$ cat src/rtl/fxd_pkg.sv
package fxd_pkg;
  localparam int FLT_W  = 32;
  localparam int EXP_W  = 8;
  localparam int FRAC_W = 23;
  localparam int BIAS   = 127;
  localparam int UE_W   = EXP_W + 2;   // unbiased exponent width, signed
  localparam int RES_W  = UE_W + 1;    // exponent-formula width, signed

  typedef enum logic [2:0] {
    OP_MANT_RCP  = 3'd0,
    OP_MANT_SQRT = 3'd1,
    OP_EXP_RCP   = 3'd2,
    OP_EXP_SQRT  = 3'd3,
    OP_EXP_RSQ   = 3'd4
  } fxd_op_e;

  typedef enum logic [1:0] {
    CLS_ZERO = 2'd0,
    CLS_NORM = 2'd1,
    CLS_SPEC = 2'd2
  } fxd_cls_e;

  // Biased field to signed unbiased exponent.
  function automatic logic signed [UE_W-1:0] unbias(input logic [EXP_W-1:0] f);
    return $signed({2'b00, f}) - $signed(UE_W'(BIAS));
  endfunction

  // Exponent formula for one of the three exponent operations.
  // k = 0: -e-1 ; k = 1: floor(e/2)+1 ; k = 2: -floor(e/2)-1
  function automatic logic signed [RES_W-1:0] exp_formula(input int k,
                                                          input logic signed [UE_W-1:0] e);
    logic signed [RES_W-1:0] ew;
    logic signed [RES_W-1:0] half;
    ew   = RES_W'(e);
    half = ew >>> 1;
    case (k)
      0:       return -ew - RES_W'(1);
      1:       return half + RES_W'(1);
      default: return -half - RES_W'(1);
    endcase
  endfunction
endpackage

$ cat src/rtl/fxd_classify.sv
module fxd_classify
  import fxd_pkg::*;
(
  input  logic [EXP_W-1:0]       ex_i,
  output fxd_cls_e               cls_o,
  output logic signed [UE_W-1:0] e_o
);
  always_comb begin
    if (ex_i == '0)      cls_o = CLS_ZERO;
    else if (ex_i == '1) cls_o = CLS_SPEC;
    else                 cls_o = CLS_NORM;
  end

  assign e_o = unbias(ex_i);
endmodule

$ cat src/rtl/fxd_mant_scale.sv
module fxd_mant_scale
  import fxd_pkg::*;
(
  input  logic [FLT_W-1:0] val_i,
  input  fxd_cls_e         cls_i,
  input  logic             e_odd_i,
  input  logic             sqrt_sel_i,
  output logic [FLT_W-1:0] res_o
);
  localparam logic [EXP_W-1:0] FIELD_HALF    = EXP_W'(BIAS - 1);
  localparam logic [EXP_W-1:0] FIELD_QUARTER = EXP_W'(BIAS - 2);

  logic             sgn;
  logic [FRAC_W-1:0] frac;
  logic [EXP_W-1:0]  new_field;

  assign sgn  = val_i[FLT_W-1];
  assign frac = val_i[FRAC_W-1:0];

  // Square-root mode leaves an even residual exponent: quarter scale for even e.
  assign new_field = (sqrt_sel_i && !e_odd_i) ? FIELD_QUARTER : FIELD_HALF;

  always_comb begin
    unique case (cls_i)
      CLS_NORM: res_o = {sgn, new_field, frac};
      CLS_SPEC: res_o = val_i;
      default:  res_o = {sgn, {(FLT_W-1){1'b0}}};
    endcase
  end
endmodule

$ cat src/rtl/fxd_exp_derive.sv
module fxd_exp_derive
  import fxd_pkg::*;
#(
  parameter int INT_W = 32,
  parameter int NUM_MODES = 3
)(
  input  logic signed [UE_W-1:0] e_i,
  input  fxd_cls_e               cls_i,
  input  logic [1:0]             mode_i,
  output logic [INT_W-1:0]       res_o
);
  logic signed [RES_W-1:0] cand [NUM_MODES];

  for (genvar k = 0; k < NUM_MODES; k++) begin : g_mode
    assign cand[k] = exp_formula(k, e_i);
  end

  logic signed [RES_W-1:0] picked;
  always_comb begin
    picked = '0;
    for (int k = 0; k < NUM_MODES; k++) begin
      if (int'(mode_i) == k) picked = cand[k];
    end
  end

  assign res_o = (cls_i == CLS_NORM) ? {{(INT_W-RES_W){picked[RES_W-1]}}, picked} : '0;
endmodule

$ cat src/rtl/fxd_unit.sv
module fxd_unit
  import fxd_pkg::*;
#(
  parameter int INT_W = 32
)(
  input  logic [2:0]       op_i,
  input  logic [31:0]      val_i,
  output logic [31:0]      flt_o,
  output logic [INT_W-1:0] int_o
);
  // Named internal events, brought out for the checker.
  fxd_cls_e               cls_w;
  logic signed [UE_W-1:0] e_unb_w;
  logic                   e_odd_w;
  logic                   is_mant_w;
  logic                   is_exp_w;
  logic [1:0]             exp_mode_w;
  logic [FLT_W-1:0]       mant_res_w;
  logic [INT_W-1:0]       exp_res_w;

  fxd_classify u_cls (
    .ex_i  (val_i[FLT_W-2 -: EXP_W]),
    .cls_o (cls_w),
    .e_o   (e_unb_w)
  );

  assign e_odd_w = e_unb_w[0];

  always_comb begin
    is_mant_w  = 1'b0;
    is_exp_w   = 1'b0;
    exp_mode_w = 2'd0;
    case (op_i)
      OP_MANT_RCP, OP_MANT_SQRT: is_mant_w = 1'b1;
      OP_EXP_RCP:  begin is_exp_w = 1'b1; exp_mode_w = 2'd0; end
      OP_EXP_SQRT: begin is_exp_w = 1'b1; exp_mode_w = 2'd1; end
      OP_EXP_RSQ:  begin is_exp_w = 1'b1; exp_mode_w = 2'd2; end
      default: ;
    endcase
  end

  fxd_mant_scale u_mant (
    .val_i      (val_i),
    .cls_i      (cls_w),
    .e_odd_i    (e_odd_w),
    .sqrt_sel_i (op_i == OP_MANT_SQRT),
    .res_o      (mant_res_w)
  );

  fxd_exp_derive #(.INT_W(INT_W)) u_exp (
    .e_i    (e_unb_w),
    .cls_i  (cls_w),
    .mode_i (exp_mode_w),
    .res_o  (exp_res_w)
  );

  assign flt_o = is_mant_w ? mant_res_w : '0;
  assign int_o = is_exp_w  ? exp_res_w  : '0;
endmodule

$ cat config.mk
export PLATFORM = sky130hd
export DESIGN_NAME = fxd_unit
export DESIGN_NICKNAME = d
export VERILOG_FILES = /design/src/rtl/fxd_pkg.sv /design/src/rtl/fxd_classify.sv /design/src/rtl/fxd_mant_scale.sv /design/src/rtl/fxd_exp_derive.sv /design/src/rtl/fxd_unit.sv
export SDC_FILE = /design/constraint.sdc
export NUM_CORES = 1
export LEC_CHECK = 0
export ABC_AREA = 0
export BUFFER_PORTS_ARGS = -buffer_cell sky130_fd_sc_hd__buf_2
export CORE_ASPECT_RATIO = 1.5
export CORE_MARGIN = 3
export CORE_UTILIZATION = 42
export DETAILED_ROUTE_END_ITERATION = 10
export GPL_TIMING_DRIVEN = 1
export PLACE_DENSITY = 0.91
export SYNTH_ARGS = -nofsm -noshare
export SYNTH_HDL_FRONTEND = slang
export SYNTH_SLANG_ARGS = --single-unit
$ cat constraint.sdc
create_clock -name vclk -period 5.95
set_input_delay 0.595 -clock vclk [all_inputs]
set_output_delay 0.595 -clock vclk [all_outputs]
set_load 0.01 [all_outputs]
==> results.yml, run 1 <==
run_status:
  status: "completed"
floorplan:
  pin_count: 99
  die_w_um: 46.72
  die-area_um2: 3134
  core-area_um2: 2312
  num_rows: 21
  die_height_um: 67.09
  start_util: 0.4518
setup_path:
  cp_top_family: "compound AO/OA/AOI/OAI gates"
  crit_arrival_ns: 3.22
  path_buf_inv: 3
  cpMaxStageDelayCell: "o31ai_2"
  cp_max_fo: 30
  end_kind: "primary output"
  cp-start-kind: "input pin"
  required_ns: 5.36
  path_class: "input pin to primary output"
  critPathMostFrequentCell: "buf_2"
  slowest_delay_ns: 0.91
  cp_num_cells: 8
  path_cells: "buf_2 -> inv_1 -> ha_1 -> nor4b_1 -> nand2_1 -> o211ai_1 -> o31ai_2 -> buf_2"
route:
  wl_per_cell_um: 12.95
  vias: 1397
  dr.pass1.iters: 4
  avgViaCountPerCell: 5.656
  first_iter_violations: 41
  drc_errors: 0
  ant_nets: 0
  routed_wl_um: 3198
timing:
  grt_setup_unrepaired: "no"
  maxSlewHeadroom: 0.3686
  setup_viol_count_final: 0
  fin_tns_setup_ns: 0
  hold_viol: 0
  worst_pin_slew_ns: 0.9414
  period_needed_ns: 3.813
  fmax_mhz: 262.3
  period_share: 0.6408
  slew_violations: 0
clock_tree:
  cts_resized: 0
  holdBufCountCts: 0
  postCtsSetupBuffers: 0
finish:
  nets: 264
  drive_above_1_share: 0.4777
  fin_cells: 247
  flops_and_latches: 0
  area_growth_syn_to_layout_pct: 29.22
  final_util: 0.5839
  nClkBuffers: 0
  antenna_cells: 0
  fin_area_um2: 1350
  seqCellArea_um2: 0
pwr:
  irDropWorstVdd_uv: 40.19
  power.total_mw: 0.1006
  power_leakage_nw: 0.8477
  cellPowerDensity_nw_per_um2: 74.52
grt:
  track_usage: 0.2002
  antenna_found_initial: 0
  grt_pass1_wl_um: 4933
  grt_max_degree: 31
  gr-total-overflow: 0
  grt_pass1_vias: 1198
yosys:
  yosysSeqAreaShare: 0
  synthDistinctLibCells: 45
  synth_warnings: 0
  synth_fp_nets: 196
  syn-cell-area_um2: 1045
  synth_cells: 158
  synth_top_area_cell: "buf_4"
  synth_area_leaders: "buf_4 (18%), and3_1 (14%), and2_1 (5.4%)"
  netlist.area_leader.share: 0.1796
  avgSynthCellArea_um2: 6.612
place:
  gp_congestion: 0.8491
  dp.cells: 247
  dp_hpwl_um: 2671
  dpl_cell_area_um2: 1350
  port-buffer-count: 99
hold_path:
  holdCritPathClass: "input pin to primary output"
  hold-path-cell-count: 3
run:
  cap_violations: 0
==> cell usage after synthesis, drive strengths merged, types with 2 or more instances <==
master / number
a2111oi: 2
a211oi: 4
a21oi: 3
and2: 9
and3: 24
and4: 2
and4b: 2
buf: 28
clkbuf: 6
ha: 3
inv: 5
nand2: 10
nand2b: 2
nand3: 3
nand3b: 2
nor2: 12
nor3: 6
nor3b: 2
nor4: 2
o211a: 2
o21ai: 5
xnor2: 4
xor2: 4
==> metrics by stage <==
stage / hold WS [ns] / worst slack, ns
floorplan: 1.301 / 2.003
global placement: 1.476 / 2.250
detailed placement: 1.482 / 2.137
CTS: 1.482 / 2.121
global route: 1.494 / 1.732
finish: 1.478 / 2.138
==> cell families after synthesis <==
kind of cell / count (synthesis) / synth area share
XOR/XNOR: 8 / 0.07426
AO/OA/AOI/OAI: 26 / 0.1880
adder cells (fa/ha/maj): 3 / 0.03593
multiplexers: 1 / 0.009581
buffers and inverters: 39 / 0.2395
AND/OR/NAND/NOR: 81 / 0.4527
==> layer usage <==
metal | up-vias | track usage | part of all wire
met5 | - | 0 | 0
met4 | 0 | 0.05536 | 0.024
met3 | 8 | 0.03784 | 0.15
met2 | 118 | 0.3534 | 0.48
met1 | 593 | 0.2353 | 0.34
li1 | 678 | - | -
==> path summary, 6_finish.rpt <==
check | slack [ns] | start | end
worst max-delay path | 2.14 | val_i[23] | int_o[11]
worst min-delay path | 1.48 | val_i[31] | flt_o[31]
==> report_power, final <==
group / switching (mW) / internal [mW] / total, mW
Clock: 0 / 0 / 0
Sequential: 0 / 0 / 0
Combinational: 0.0571 / 0.0435 / 0.101
Total: 0.0571 / 0.0435 / 0.101
==> layout by cell type (no fill, tap or decap), types with 2 or more instances in the layout <==
cell / synthesis / layout
nor3b_1: 2 / 2
nor4_1: 2 / 2
nor3_1: 6 / 6
nand2_1: 10 / 10
nor2_1: 12 / 12
buf_2: 2 / 99
ha_1: 3 / 3
o211a_1: 2 / 2
and2_1: 9 / 9
nand3b_1: 2 / 2
xnor2_1: 4 / 4
and3_1: 24 / 24
nand2b_1: 2 / 2
and4_4: 2 / 2
o21ai_0: 4 / 4
inv_1: 5 / 5
a211oi_1: 4 / 4
xor2_1: 3 / 3
nand3_1: 3 / 3
a21oi_1: 3 / 3
==> area by class of cell <==
cell class,instances,area (um^2)
Fill cell,229,962.2
Timing Repair Buffer,100,503.0
Tap cell,23,28.78
Multi-Input combinational cell,119,799.5
Inverter,5,18.77
Power figures use the tool's default switching activity.
==> run 2: changes to the inputs <==
--- a/config.mk
+++ b/config.mk
@@ -9,10 +9,10 @@
 export BUFFER_PORTS_ARGS = -buffer_cell sky130_fd_sc_hd__buf_2
 export CORE_ASPECT_RATIO = 1.5
 export CORE_MARGIN = 3
-export CORE_UTILIZATION = 42
+export CORE_UTILIZATION = 35
 export DETAILED_ROUTE_END_ITERATION = 10
 export GPL_TIMING_DRIVEN = 1
-export PLACE_DENSITY = 0.91
+export PLACE_DENSITY = 0.8
 export SYNTH_ARGS = -nofsm -noshare
 export SYNTH_HDL_FRONTEND = slang
 export SYNTH_SLANG_ARGS = --single-unit
==> constraint.sdc (replaced) <==
create_clock -name vclk -period 3.3
set_input_delay 0.33 -clock vclk [all_inputs]
set_output_delay 0.33 -clock vclk [all_outputs]
set_load 0.01 [all_outputs]
==> results.yml, run 2 (synthesized netlist as in run 1, its figures left out) <==
setup_path:
  crit_arrival_ns: 2.44
  critPathCapture: "int_o[21]"
  path_class: "input pin to primary output"
  cp_max_fo: 24
  end_kind: "primary output"
  critPathLaunch: "val_i[23]"
  cp-start-kind: "input pin"
  required_ns: 2.97
finish:
  nClkBuffers: 0
  final_util: 0.5005
  final_cell_mix: "buf_2 (99), and3_1 (24), nor2_1 (12), nand2_1 (10), and2_1 (9)"
  multi_input_area_um2: 799.5
  antenna_cells: 0
  area_growth_syn_to_layout_pct: 32.34
  fillerInstances: 304
  nets: 266
  flops_and_latches: 0
  seqCellArea_um2: 0
  final_common_cell: "buf_2"
  drive_above_1_share: 0.4823
route:
  wl_met3_um: 460
  met2_length_um: 1588
  avgViaCountPerCell: 5.266
  vias: 1385
  dr.pass1.iters: 4
  routed_wl_um: 3369
  wl_met1_um: 1270
  maxUsedRoutingLayer: "met4"
  first_iter_violations: 30
  ant_nets: 0
  drc_errors: 0
  wl_per_cell_um: 12.81
place:
  dp_hpwl_um: 2819
  gp_congestion: 0.8956
  pre_cts_ws_ns: 0.4996
  port-buffer-count: 99
timing:
  grt_setup_unrepaired: "no"
  maxSlewHeadroom: 0.3484
  fmax_mhz: 361.1
  worst_pin_slew_ns: 0.9715
  fin_tns_setup_ns: 0
  setup_viol_count_final: 0
  period_share: 0.8393
  hold_viol: 0
  period_needed_ns: 2.770
  slew_violations: 0
  setup_slack_ns: 0.5304
run_status:
  status: "completed"
grt:
  grt_pass1_wl_um: 5264
  gr-total-overflow: 0
  grt_max_degree: 31
  antenna_found_initial: 0
  track_usage: 0.1731
  grt_pass1_vias: 1244
pwr:
  power_frac_seq: 0
  power_leakage_nw: 0.8564
  irDropWorstVdd_uv: 62.31
  power.total_mw: 0.1822
  p_int_mw: 0.07948
  power_frac_comb: 1.000
  cellPowerDensity_nw_per_um2: 131.8
  power_switching_mw: 0.1027
  p_sw_frac: 0.5637
  power_frac_clock: 0
floorplan:
  die_w_um: 50.61
  start_util: 0.3782
  pin_count: 99
  num_rows: 23
  die_height_um: 72.92
  die-area_um2: 3690
  core-area_um2: 2763
hold_path:
  holdCritPathClass: "input pin to primary output"
  worstHoldStart: "val_i[31]"
run:
  cap_violations: 0
clock_tree:
  postCtsSetupBuffers: 0
  cts_resized: 0
  holdBufCountCts: 0
## run 2: power by group through the flow
| stage | clock network, mW | registers [mW] | logic [mW] |
|---|---|---|---|
| 2_1_floorplan | 0 | 0 | 0.131 |
| 3_3_place_gp | 0 | 0 | 0.181 |
| 3_5_place_dp | 0 | 0 | 0.182 |
| 4_1_cts | 0 | 0 | 0.183 |
| 5_1_grt | 0 | 0 | 0.201 |
| 6_report | 0 | 0 | 0.182 |
## run 2: how the worst min path moves through the flow
| stage | end | slack (ns) | cells past startpoint |
|---|---|---|---|
| finish | flt_o[31] | 0.95 | 3 |
| global route | flt_o[31] | 0.97 | 3 |
| CTS | flt_o[31] | 0.95 | 3 |
| detailed placement | flt_o[31] | 0.95 | 3 |
| global placement | flt_o[31] | 0.95 | 3 |
| floorplan | flt_o[24] | 0.77 | 1 |
## run 2: routing by layer
metal / up-vias / track usage
li1: 685 / -
met1: 598 / 0.2015
met2: 96 / 0.3270
met3: 6 / 0.03476
met4: 0 / 0.02395
met5: - / 0
## run 2: through the flow
step | area [um^2] | hold WS (ns) | std cells
after floorplan | 1050 | 0.7708 | 158
after global placement | 1383 | 0.9461 | 263
after detailed placement | 1383 | 0.9469 | 263
after CTS | 1383 | 0.9475 | 263
after global routing | 1383 | 0.9679 | 263
final | 1383 | 0.9459 | 263
## run 2: cell type report
class                      instances  area share
tap                               37     0.03348
timing repair buffer             102      0.3747
inverter                           5     0.01357
multi-input combinational        119      0.5783
## run 2: critical path, stage by stage
cell and delay [ns]:
buf_2 0.14, ha_1 0.28, nand3_1 0.15, or3_1 0.23, o211ai_1 0.17, o31ai_2 0.86
buf_2 0.27
==> run 3: changes to the inputs <==
--- a/config.mk
+++ b/config.mk
@@ -5,14 +5,14 @@
 export SDC_FILE = /design/constraint.sdc
 export NUM_CORES = 1
 export LEC_CHECK = 0
-export ABC_AREA = 0
+export ABC_AREA = 1
 export BUFFER_PORTS_ARGS = -buffer_cell sky130_fd_sc_hd__buf_2
 export CORE_ASPECT_RATIO = 1.5
 export CORE_MARGIN = 3
-export CORE_UTILIZATION = 35
+export CORE_UTILIZATION = 39
 export DETAILED_ROUTE_END_ITERATION = 10
 export GPL_TIMING_DRIVEN = 1
-export PLACE_DENSITY = 0.8
+export PLACE_DENSITY = 0.86
 export SYNTH_ARGS = -nofsm -noshare
 export SYNTH_HDL_FRONTEND = slang
 export SYNTH_SLANG_ARGS = --single-unit
==> constraint.sdc (replaced) <==
create_clock -name vclk -period 2.55
set_input_delay 0.255 -clock vclk [all_inputs]
set_output_delay 0.255 -clock vclk [all_outputs]
set_load 0.01 [all_outputs]
==> results.yml, run 3 <==
pwr:
  irDropWorstVdd_uv: 91.02
  power.total_mw: 0.2345
  power_leakage_nw: 1.048
  cellPowerDensity_nw_per_um2: 169.6
yosys:
  syn-cell-area_um2: 1018
  netlist.area_leader.share: 0.1806
  yosysMostFrequentCell: "inv_1"
  avgSynthCellArea_um2: 4.993
  synth_area_leaders: "inv_1 (18%), buf_4 (17%), nor2_1 (14%)"
  yosysSeqAreaShare: 0
  synthDistinctLibCells: 25
  synth_warnings: 0
  synth_fp_nets: 242
  synthTopCellsByCount: "inv_1 (49), nor2_1 (39), nand2_1 (34)"
  synth_top_area_cell: "inv_1"
  synth_cells: 204
grt:
  gr-total-overflow: 0
  grt_pass1_wl_um: 4643
  track_usage: 0.1809
  antenna_found_initial: 0
  grt_max_degree: 25
  grt_pass1_vias: 1267
floorplan:
  num_rows: 22
  die_height_um: 68.59
  pin_count: 99
  die-area_um2: 3273
  start_util: 0.4111
  core-area_um2: 2477
  die_w_um: 47.73
finish:
  nClkBuffers: 0
  final_common_cell: "buf_2"
  seqCellArea_um2: 0
  nets: 319
  flops_and_latches: 0
  area_growth_syn_to_layout_pct: 35.75
  multi_input_area_um2: 646.9
  antenna_cells: 0
  fin_cells: 303
  final_cell_mix: "buf_2 (99), inv_1 (49), nor2_1 (39), nand2_1 (34), nand3_1 (13)"
  fillerInstances: 282
  drive_above_1_share: 0.4301
setup_path:
  end_kind: "primary output"
  path_buf_inv: 2
  path_cells: "buf_2 -> ha_1 -> xor2_2 -> ha_1 -> nand3_1 -> nor2_2 -> nand2_1 -> nand2_1 -> a21oi_4 -> buf_2"
  slowest_delay_ns: 0.35
  cpMaxStageDelayCell: "a21oi_4"
  path_class: "input pin to primary output"
  cp_top_family: "adder cells"
  crit_arrival_ns: 2.02
  cp_max_fo: 24
  cp-start-kind: "input pin"
  required_ns: 2.30
place:
  port-buffer-count: 99
  dp_hpwl_um: 2704
  dp.cells: 303
  gp_congestion: 0.9063
route:
  dr.pass1.iters: 4
  routed_wl_um: 3048
  drc_errors: 0
  first_iter_violations: 45
  wl_per_cell_um: 10.06
  avgViaCountPerCell: 4.700
  ant_nets: 0
  vias: 1424
timing:
  setup_viol_count_final: 0
  hold_viol: 0
  grt_setup_unrepaired: "no"
  period_share: 0.8921
  maxSlewHeadroom: 0.7118
  worst_pin_slew_ns: 0.4312
  fin_tns_setup_ns: 0
  fmax_mhz: 439.6
  slew_violations: 0
  period_needed_ns: 2.275
run_status:
  status: "completed"
run:
  cap_violations: 0
hold_path:
  holdCritPathClass: "input pin to primary output"
clock_tree:
  holdBufCountCts: 0
  postCtsSetupBuffers: 0
[run 3: cell types whose count changed in the layout (fill, tap and decap cells not counted), moves of 4 or more]
| cell | before | now |
|---|---|---|
| nand2_1 | 10 | 34 |
| and3_1 | 24 | 0 |
| xnor2_1 | 4 | 0 |
| and2_1 | 9 | 0 |
| nand3_1 | 3 | 13 |
| inv_1 | 5 | 49 |
| nor3_1 | 6 | 2 |
| nor2_1 | 12 | 39 |
| nor2_2 | 0 | 5 |
| nand2_2 | 0 | 4 |
[run 3: kinds of logic (layout without fill, tap and decap cells)]
kind of cell,count (synthesis),in the layout,synth area share
xor gates and xnor gates,1,1,0.01597
buffers and inverters,78,153,0.3722
AOI/OAI and AO/OA,18,18,0.1167
and+or+nand+nor,104,104,0.4582
adders and majority gates,3,3,0.03686
[run 3: repair_timing]
| item | CTS | global route |
|---|---|---|
| endpoints found under the setup margin | 0 | 24 |
| endpoints found under the hold margin | 0 | 0 |
| resized for setup | 0 | 1 |
[run 3: path summary, 6_finish.rpt]
kind / start / endpoint / cells after the start
max: val_i[23] / int_o[12] / 10
min: val_i[15] / flt_o[15] / 4
[run 3: final cells by class]
| type | instances | share of cell area |
|---|---|---|
| multi-input combinational | 126 | 0.4679 |
| timing repair buffer | 101 | 0.3692 |
| inverter | 52 | 0.1412 |
| tap | 24 | 0.02172 |
[run 3: tightest hold or removal path: stages]
cell,delay [ns]
buf_2,0.09
inv_1,0.04
nor2_1,0.03
buf_2,0.12
[run 3: power by group]
group | internal, mW | switching (mW) | total (mW)
Clock | 0 | 0 | 0
Combinational | 0.0929 | 0.142 | 0.234
Sequential | 0 | 0 | 0
[run 3: per-layer routing]
metal  vias to the layer above  global-route usage  share of wire
met5                         -                   0              0
li1                        737                   -              -
met3                         6             0.02338           0.12
met1                       587              0.2006           0.37
met4                         0             0.05387          0.012
met2                        94              0.3377           0.50
[run 3: stage by stage]
stage / hold WS [ns] / setup slack [ns] / util / area [um^2]
finish: 0.7992 / 0.2751 / 0.5581 / 1383
global route: 0.8183 / 0.07819 / 0.5581 / 1383
CTS: 0.8014 / 0.07093 / 0.5551 / 1375
detailed placement: 0.8010 / 0.07199 / 0.5551 / 1375
global placement: 0.7966 / 0.1478 / 0.5551 / 1375
floorplan: 0.5971 / 0.2019 / - / 1018
